===== src/rtl/ocs_pkg.sv =====
package ocs_pkg;
  typedef enum logic [3:0] {
    S_IDLE, S_PF, S_OC_CHK, S_DC_CHK, S_DC_FL, S_DC_OFF,
    S_IC_CHK, S_IC_INV, S_OC_SET, S_IC_ON, S_DC_ON, S_FIN
  } ocs_state_e;
  localparam int unsigned CH_FLUSH = 0;
  localparam int unsigned CH_INV   = 1;
  localparam int unsigned N_CH     = 2;
endpackage


===== src/rtl/ocs_hs.sv =====
module ocs_hs (
  input  logic clk_i,
  input  logic rst_ni,
  input  logic act_i,
  input  logic ack_i,
  output logic req_o,
  output logic fin_o
);
  assign req_o = act_i;
  assign fin_o = act_i & ack_i;

  // request holds until acknowledged
  p_req_hold_r5: assert property (@(posedge clk_i) disable iff (!rst_ni)
    req_o && !ack_i |=> req_o);
endmodule


===== src/rtl/ocs_ctl.sv =====
module ocs_ctl import ocs_pkg::*; (
  input  logic            clk_i,
  input  logic            rst_ni,
  input  logic            start_i,
  input  logic            dc_on_i,
  input  logic            ic_on_i,
  input  logic            oc_on_i,
  input  logic [N_CH-1:0] hs_fin_i,
  output ocs_state_e      state_o
);
  ocs_state_e st_q, st_d;

  always_comb begin
    st_d = st_q;
    unique case (st_q)
      S_IDLE:   if (start_i) st_d = S_PF;
      S_PF:     st_d = S_OC_CHK;
      S_OC_CHK: st_d = oc_on_i ? S_FIN : S_DC_CHK;
      S_DC_CHK: st_d = dc_on_i ? S_DC_FL : S_IC_CHK;
      S_DC_FL:  if (hs_fin_i[CH_FLUSH]) st_d = S_DC_OFF;
      S_DC_OFF: st_d = S_IC_CHK;
      S_IC_CHK: st_d = ic_on_i ? S_IC_INV : S_OC_SET;
      S_IC_INV: if (hs_fin_i[CH_INV]) st_d = S_OC_SET;
      S_OC_SET: st_d = S_IC_ON;
      S_IC_ON:  st_d = S_DC_ON;
      S_DC_ON:  st_d = S_FIN;
      S_FIN:    st_d = S_IDLE;
      default:  st_d = S_IDLE;
    endcase
  end

  always_ff @(posedge clk_i or negedge rst_ni)
    if (!rst_ni) st_q <= S_IDLE;
    else         st_q <= st_d;

  assign state_o = st_q;

  // a start mid-run does not restart the sequence
  p_start_ignored_r10: assert property (@(posedge clk_i) disable iff (!rst_ni)
    start_i && st_q != S_IDLE && st_q != S_FIN |=> st_q != S_PF);
endmodule


===== src/rtl/ocs_wr.sv =====
module ocs_wr import ocs_pkg::*; #(
  parameter int unsigned REG_W  = 32,
  parameter int unsigned DC_BIT = 2,
  parameter int unsigned IC_BIT = 12,
  parameter int unsigned PF_BIT = 24,
  parameter int unsigned OC_BIT = 22
) (
  input  logic             clk_i,
  input  logic             rst_ni,
  input  ocs_state_e       state_i,
  input  logic [REG_W-1:0] ctrl_i,
  input  logic [REG_W-1:0] feat_i,
  output logic             ctrl_we_o,
  output logic [REG_W-1:0] ctrl_wdata_o,
  output logic             feat_we_o,
  output logic [REG_W-1:0] feat_wdata_o
);
  localparam logic [REG_W-1:0] ONE  = {{(REG_W-1){1'b0}}, 1'b1};
  localparam logic [REG_W-1:0] DC_M = ONE << DC_BIT;
  localparam logic [REG_W-1:0] IC_M = ONE << IC_BIT;
  localparam logic [REG_W-1:0] PF_M = ONE << PF_BIT;
  localparam logic [REG_W-1:0] OC_M = ONE << OC_BIT;

  always_comb begin
    ctrl_we_o    = 1'b0;
    ctrl_wdata_o = ctrl_i;
    feat_we_o    = 1'b0;
    feat_wdata_o = feat_i;
    unique case (state_i)
      S_PF: begin
        feat_we_o    = ~feat_i[PF_BIT];
        feat_wdata_o = feat_i | PF_M;
      end
      S_DC_OFF: begin
        ctrl_we_o    = 1'b1;
        ctrl_wdata_o = ctrl_i & ~DC_M;
      end
      S_IC_CHK: begin
        ctrl_we_o    = ctrl_i[IC_BIT];
        ctrl_wdata_o = ctrl_i & ~IC_M;
      end
      S_OC_SET: begin
        feat_we_o    = 1'b1;
        feat_wdata_o = feat_i | OC_M;
      end
      S_IC_ON: begin
        ctrl_we_o    = ~ctrl_i[IC_BIT];
        ctrl_wdata_o = ctrl_i | IC_M;
      end
      S_DC_ON: begin
        ctrl_we_o    = ~ctrl_i[DC_BIT];
        ctrl_wdata_o = ctrl_i | DC_M;
      end
      default: ;
    endcase
  end

  // every feature write carries prefetch disable
  p_pf_keep_r2: assert property (@(posedge clk_i) disable iff (!rst_ni)
    feat_we_o |-> feat_wdata_o[PF_BIT]);
  // outer enable only with both inner caches off
  p_oc_guard_r7: assert property (@(posedge clk_i) disable iff (!rst_ni)
    feat_we_o && feat_wdata_o[OC_BIT] && !feat_i[OC_BIT] |-> !ctrl_i[DC_BIT] && !ctrl_i[IC_BIT]);
endmodule


===== src/rtl/ocs_top.sv =====
module ocs_top import ocs_pkg::*; #(
  parameter int unsigned REG_W  = 32,
  parameter int unsigned DC_BIT = 2,
  parameter int unsigned IC_BIT = 12,
  parameter int unsigned PF_BIT = 24,
  parameter int unsigned OC_BIT = 22
) (
  input  logic             clk_i,
  input  logic             rst_ni,
  input  logic             start_i,
  input  logic [REG_W-1:0] ctrl_i,
  output logic             ctrl_we_o,
  output logic [REG_W-1:0] ctrl_wdata_o,
  input  logic [REG_W-1:0] feat_i,
  output logic             feat_we_o,
  output logic [REG_W-1:0] feat_wdata_o,
  output logic             flush_req_o,
  input  logic             flush_ack_i,
  output logic             inv_req_o,
  input  logic             inv_ack_i,
  output logic             irq_mask_o,
  output logic             done_o
);
  ocs_state_e      state;
  logic [N_CH-1:0] hs_act, hs_ack, hs_req, hs_fin;

  ocs_ctl u_ctl (
    .clk_i, .rst_ni, .start_i,
    .dc_on_i  (ctrl_i[DC_BIT]),
    .ic_on_i  (ctrl_i[IC_BIT]),
    .oc_on_i  (feat_i[OC_BIT]),
    .hs_fin_i (hs_fin),
    .state_o  (state)
  );

  ocs_wr #(
    .REG_W(REG_W), .DC_BIT(DC_BIT), .IC_BIT(IC_BIT), .PF_BIT(PF_BIT), .OC_BIT(OC_BIT)
  ) u_wr (
    .clk_i, .rst_ni,
    .state_i (state),
    .ctrl_i, .feat_i,
    .ctrl_we_o, .ctrl_wdata_o, .feat_we_o, .feat_wdata_o
  );

  assign hs_act[CH_FLUSH] = (state == S_DC_FL);
  assign hs_act[CH_INV]   = (state == S_IC_INV);
  assign hs_ack[CH_FLUSH] = flush_ack_i;
  assign hs_ack[CH_INV]   = inv_ack_i;

  for (genvar g = 0; g < N_CH; g++) begin : g_hs
    ocs_hs u_hs (
      .clk_i, .rst_ni,
      .act_i (hs_act[g]),
      .ack_i (hs_ack[g]),
      .req_o (hs_req[g]),
      .fin_o (hs_fin[g])
    );
  end

  assign flush_req_o = hs_req[CH_FLUSH];
  assign inv_req_o   = hs_req[CH_INV];
  assign irq_mask_o  = (state == S_DC_FL) || (state == S_DC_OFF);
  assign done_o      = (state == S_FIN);

  // data cache is cleared only right after the flush acknowledge
  p_dc_off_after_flush_r4: assert property (@(posedge clk_i) disable iff (!rst_ni)
    ctrl_we_o && ctrl_i[DC_BIT] && !ctrl_wdata_o[DC_BIT] |-> $past(flush_ack_i));
  // requests never overlap
  p_req_excl_r5: assert property (@(posedge clk_i) disable iff (!rst_ni)
    !(flush_req_o && inv_req_o));
  // invalidate only once the I-cache reads off
  p_inv_after_off_r6: assert property (@(posedge clk_i) disable iff (!rst_ni)
    inv_req_o |-> !ctrl_i[IC_BIT]);
  // masking covers the flush
  p_irq_during_flush_r9: assert property (@(posedge clk_i) disable iff (!rst_ni)
    flush_req_o |-> irq_mask_o);
  // single-cycle done
  p_done_pulse_r10: assert property (@(posedge clk_i) disable iff (!rst_ni)
    done_o |=> !done_o);
endmodule


===== config.mk =====
export PLATFORM = sky130hd
export DESIGN_NAME = ocs_top
export DESIGN_NICKNAME = d
export VERILOG_FILES = /design/src/rtl/ocs_pkg.sv /design/src/rtl/ocs_hs.sv /design/src/rtl/ocs_ctl.sv /design/src/rtl/ocs_wr.sv /design/src/rtl/ocs_top.sv
export SDC_FILE = /design/constraint.sdc
export NUM_CORES = 1
export LEC_CHECK = 0
export CAP_MARGIN = 20
export CORE_MARGIN = 2
export CORE_UTILIZATION = 24
export DETAILED_ROUTE_END_ITERATION = 10
export HOLD_SLACK_MARGIN = 0.03
export PLACE_DENSITY = 0.82
export SKIP_CTS_REPAIR_TIMING = 1
export SLEW_MARGIN = 20
export SYNTH_ARGS = -nofsm -noshare
export SYNTH_HDL_FRONTEND = slang
export SYNTH_HIERARCHICAL = 1
export SYNTH_SLANG_ARGS = --single-unit

===== constraint.sdc =====
create_clock -name clk_i -period 1.9 [get_ports clk_i]
set_input_delay 0.285 -clock clk_i [delete_from_list [all_inputs] [get_ports clk_i]]
set_output_delay 0.285 -clock clk_i [all_outputs]
set_load 0.03 [all_outputs]

# Word-level counts from Yosys, hierarchy flattened
# Cells that the tools add are included.
[totals] output_inout_bits=70 wordCells=34 in_bits=69 regBits=4
[classes] n_eq_ne=14 bitwise_logic=5 reduce_logical=3 mux=11
[ops] op="case mux 13 bit (4 select lines)" count=1
[ops] op="case mux 25 bit (2 select lines)" count=1
[ops] op="case mux 4 bit (11 select lines)" count=1
[ops] op="2-to-1 mux 4 bit" count=5
[ops] op="== test 4 x 3 -> 1 bit (second input constant)" count=4
[ops] op="== test 4 bit (second input constant)" count=4
[ops] op="== test 4 x 2 -> 1 bit (second input constant)" count=2
[ops] op="!= test 2 bit (second input constant)" count=3
[ops] op="== test 4 x 1 -> 1 bit (second input constant)" count=1
[ops] op="logical NOT 4 bit" count=1
[ops] op="case mux 1 bit (4 select lines)" count=1
[ops] op="inverter 1 bit" count=3
[ops] op="AND reduction 3 bit" count=1
[ops] op="AND 1 bit" count=2
[ops] op="2-to-1 mux 2 bit" count=1
[ops] op="case mux 1 bit (2 select lines)" count=1
[ops] op="logical OR 1 bit" count=1

# Depth between registers and ports, before layout
[depth] ltp_word=4 ltp_mapped=6 mapped_depth_nobuf=6

# Modules after synthesis
# Netlist, hierarchy kept.
[modules_own_cells] module="ocs_wr" area_per_inst_um2=581.8 cells_per_inst=82 instances=1
[modules_own_cells] module="ocs_ctl" area_per_inst_um2=305.3 cells_per_inst=34 instances=1
[modules_own_cells] module="ocs_top" area_per_inst_um2=43.8 cells_per_inst=4 instances=1
[modules_own_cells] module="ocs_hs" area_per_inst_um2=13.8 cells_per_inst=2 instances=2

# Least setup slack after synthesis
# Ideal clock, no wire load.
[synth_timing] path_type="register -> output" startpoint="register u_ctl.st_q[0], in the netlist u_ctl/state_o[0]" endpoint="output feat_wdata_o[24]" n_path_buf=0 path_slack_ps=-164 stages_incl_launch_ff=3 t_arrival_ps=1779 path_cell_list="dfrtp_1 inv_2 o41ai_1"
[synth_between] elab_chain_cells=2
[synth_rtl] item="start: declaration" line="ocs_ctl.sv:11" text="ocs_state_e st_q, st_d;"
[synth_rtl] item="start signal: assignment" line="ocs_ctl.sv:34" text="else st_q <= st_d;"
[synth_rtl] item="== test 4 bit / == test 4 x 1 -> 1 bit (equally long branches)" line="ocs_wr.sv:29" text="unique case (state_i)"
[synth_rtl] item="case mux 25 bit (2 select lines) *" line="ocs_wr.sv:29"
[synth_rtl] item="end: declaration" line="ocs_top.sv:16" text="output logic [REG_W-1:0] feat_wdata_o,"
# Mark *: on every way between the ends. The rest lies on a longest branch, timed or not.

# Worst setup path after layout
[layout_timing] startpoint="register u_ctl.st_q[2], in the netlist u_ctl/state_o[2]" endpoint="output ctrl_wdata_o[12]"
[layout_between] elab_chain_cells=2
[layout_rtl] item="== test 4 bit / == test 4 x 3 -> 1 bit (equally long branches)" line="ocs_wr.sv:29"
[layout_rtl] item="case mux 13 bit (4 select lines) *" line="ocs_wr.sv:29"
[layout_rtl] item="end: declaration" line="ocs_top.sv:13" text="output logic [REG_W-1:0] ctrl_wdata_o,"
# Marks and branches as above.

==> impl_metrics.csv <==
group,metric,value,unit
yosys,ys_ff_latch,4,
yosys,synth-main-ff-cell,"dfrtp_1",
setup_path,critical_path_class,"flop to output pin",
grt,grt_pass1_wl,2.83,mm
grt,grt_use_total,0.0850,
die,num_io_pins,139,
pwr,p_int,647,µW
sta,finalHoldViolCount,0,
pwr,leakagePower,0.347,nW
detailed_routing,vias,630,
grt,grt_max_degree,11,
setup_path,worstPathArrival,1.47,ns
finish,fin_util,0.211,
die,coreArea,0.00374,mm²
yosys,synth_area_leader_cell,"buf_4",
pwr,combPwrFrac,0.677,
finish,antenna_cells,0,
sta,rsz0062_at_grt,"no",
finish,drive_above_1_share,0.314,
placement,dpl.hpwl,1.43,mm
die,rows,22,
finish,largest_register_ffs,4,
grt,first_global_vias,634,
finish,multi_input_area,369,µm²
clock_network,htreeDepth,1,
setup_path,ff2ff_setup_slack,0.28,ns
detailed_routing,drc_errors,0,
sta,fin_worst_skew,0.00323,ns
yosys,synth.area.top_cells,"buf_4 (49%), dfrtp_1 (10%), nand2b_1 (3.3%)",
setup_path,critical-path-slowest-cell,"dfrtp_1",
clock_network,cts_tree,"done",
yosys,synthDistinctLibCells,33,
setup_path,required,1.62,ns
setup_path,rr_startpoint,"u_ctl/state_o[1]",
yosys,yosys_warnings,6,
setup_path,rr_worst_depth,6,
placement,io_buffers,18,
min_path,hold_path_class,"input pin to asynchronous set/reset pin",
detailed_routing,ant_nets,0,
finish,register_area,103,µm²
yosys,syn_nets,193,
detailed_routing,wl_met1,564,µm
setup_path,crit_path_end_kind,"output pin",
detailed_routing,wl_per_cell,13.7,µm
yosys,synth.yosys.seq_area_share,0.104,
clock_network,cts-root-buf,"clkbuf_8",
run,max_cap_violations,0,
setup_path,path_max_fanout,10,
detailed_routing,dr_wl_met3,275,µm
sta,period_share,0.922,
yosys,yosys.area.top_type_share,0.486,
sta,max_slew.worst_pin.slew,0.329,ns
pwr,peakVddDrop,0.289,mV
clock_network,clkTransAtPathRegs,0.03,ns
pwr,totalPowerFinal,1.26,mW
detailed_routing,wl,1.84,mm
grt,antenna_found_initial,0,
detailed_routing,wl_met2,833,µm
finish,instances_no_fill,134,
pwr,clockPowerShare,0.140,
pwr,p_seq_frac,0.184,
yosys,synth-edff-count,0,
yosys,syn_area,958,µm²
finish,fill_cells,420,
pwr,p_sw_frac,0.485,
pwr,p_switching,609,µW
setup_path,r2r-end,"u_ctl/state_o[0]",
clock_network,clk_latency,0.21,ns
detailed_routing,dr.pass1.iters,4,
yosys,async_flop_share,1.00,
sta,fin_crit,1.75,ns
detailed_routing,viasPerCell,4.70,
sta,slew_viol_final,0,
yosys,syn_avg_cell_area,7.73,µm²
sta,slew_headroom,0.779,
detailed_routing,highest-signal-layer,"met4",
placement,post-place-cells,131,
setup_path,worst_setup_path_start_kind,"flop",
setup_path,slowest_delay,0.46,ns
finish,nNetsFinal,157,
sta,fin_setup_tns,0,ns
die,die_height,67.2,µm
finish,areaGrowthSynthToFinish,-17.5,%
yosys,synthCells,124,
die,start_util,0.256,
outcome,outcome,"finished, final reports clean",
detailed_routing,drt_iter0_markers,82,
placement,globalplace.congestion,0.789,
clock_network,clk_path_buf_depth,2,
die,dieArea,0.00452,mm²
sta,setup_viol,0,
clock_network,cts.sinks,4,
pwr,power_density,1590,mW/mm²
sta,max_freq,571,MHz
setup_path,crit_chain,"nand2b_1 -> o21a_1 -> o21ai_1 -> buf_4",
grt,grt-ovfl-total,0,
die,dieWidth,67.2,µm
clock_network,cts_buffers,3,
through the flow:
stage / instance area [µm²] / hold slack [ns] / setup WS (ns)
final: 791 / 0.267 / 0.149
after global routing: 791 / 0.285 / 0.0393
after CTS: 783 / 0.264 / -0.0213
after detailed placement: 742 / 0.495 / 0.208
after global placement: 742 / 0.494 / 0.232
after floorplan: 966 / -0.0106 / 0.115
metal layers:
layer,vias to the layer above,track usage
li1,278,-
met1,273,0.0727
met2,57,0.130
met3,22,0.0317
met4,0,0.122
met5,-,0
cell type report:
| cell class | instances | share of cell area |
|---|---|---|
| clock buffer | 3 | 0.0522 |
| inverter | 4 | 0.0190 |
| multi-input combinational | 52 | 0.467 |
| sequential | 4 | 0.130 |
| tap | 48 | 0.0759 |
| timing repair buffer | 23 | 0.256 |
power by group through the flow:
stage,logic [mW],registers (mW),clock network (mW)
floorplan,0.822,0.231,0
CTS,0.848,0.228,0.182
global placement,0.836,0.219,0
detailed placement,0.845,0.227,0
global route,0.920,0.248,0.189
finish,0.849,0.231,0.175
worst max-delay path: cells and delay by family, from the launching register on:
family	cells	cell delay, ns
compound gates	2	0.35
buf+inv	1	0.19
flops	1	0.46
simple gates	1	0.26
cell families (layout without fill, tap and decap cells):
family,Yosys count,in the layout,share of synthesized area
buffers and inverters,68,30,0.518
and+or+nand+nor,28,28,0.198
AOI/OAI and AO/OA,24,24,0.179
DFF,4,4,0.104
cell usage in the layout, fill, tap and decap left out, types with 3 or more instances in the layout:
master,count
o21ai_0,4
a21oi_1,4
clkdlybuf4s50_1,8
buf_4,13
nor2_1,6
inv_1,3
clkbuf_8,3
o21ai_1,3
nor2b_1,3
nand2b_1,5
how the worst max path moves through the flow:
stage	startpoint	to	slack [ns]
after CTS	u_ctl/state_o[0]	done_o	-0.02
after floorplan	u_ctl/state_o[0]	feat_we_o	0.11
after global placement	u_ctl/state_o[2]	irq_mask_o	0.23
after detailed placement	u_ctl/state_o[3]	done_o	0.21
after global routing	u_ctl/state_o[2]	ctrl_wdata_o[12]	0.04
final	u_ctl/state_o[2]	ctrl_wdata_o[12]	0.15
synth_stat cells (3+ instances only):
library cell  count
buf_4            62
dfrtp_1           4
o21ai_0           4
nor2b_1           3
inv_1             3
nor2_1            6
o21ai_1           3
a21oi_1           4
nand2b_1          5
No activity file was read; power rests on OpenSTA's default activity.
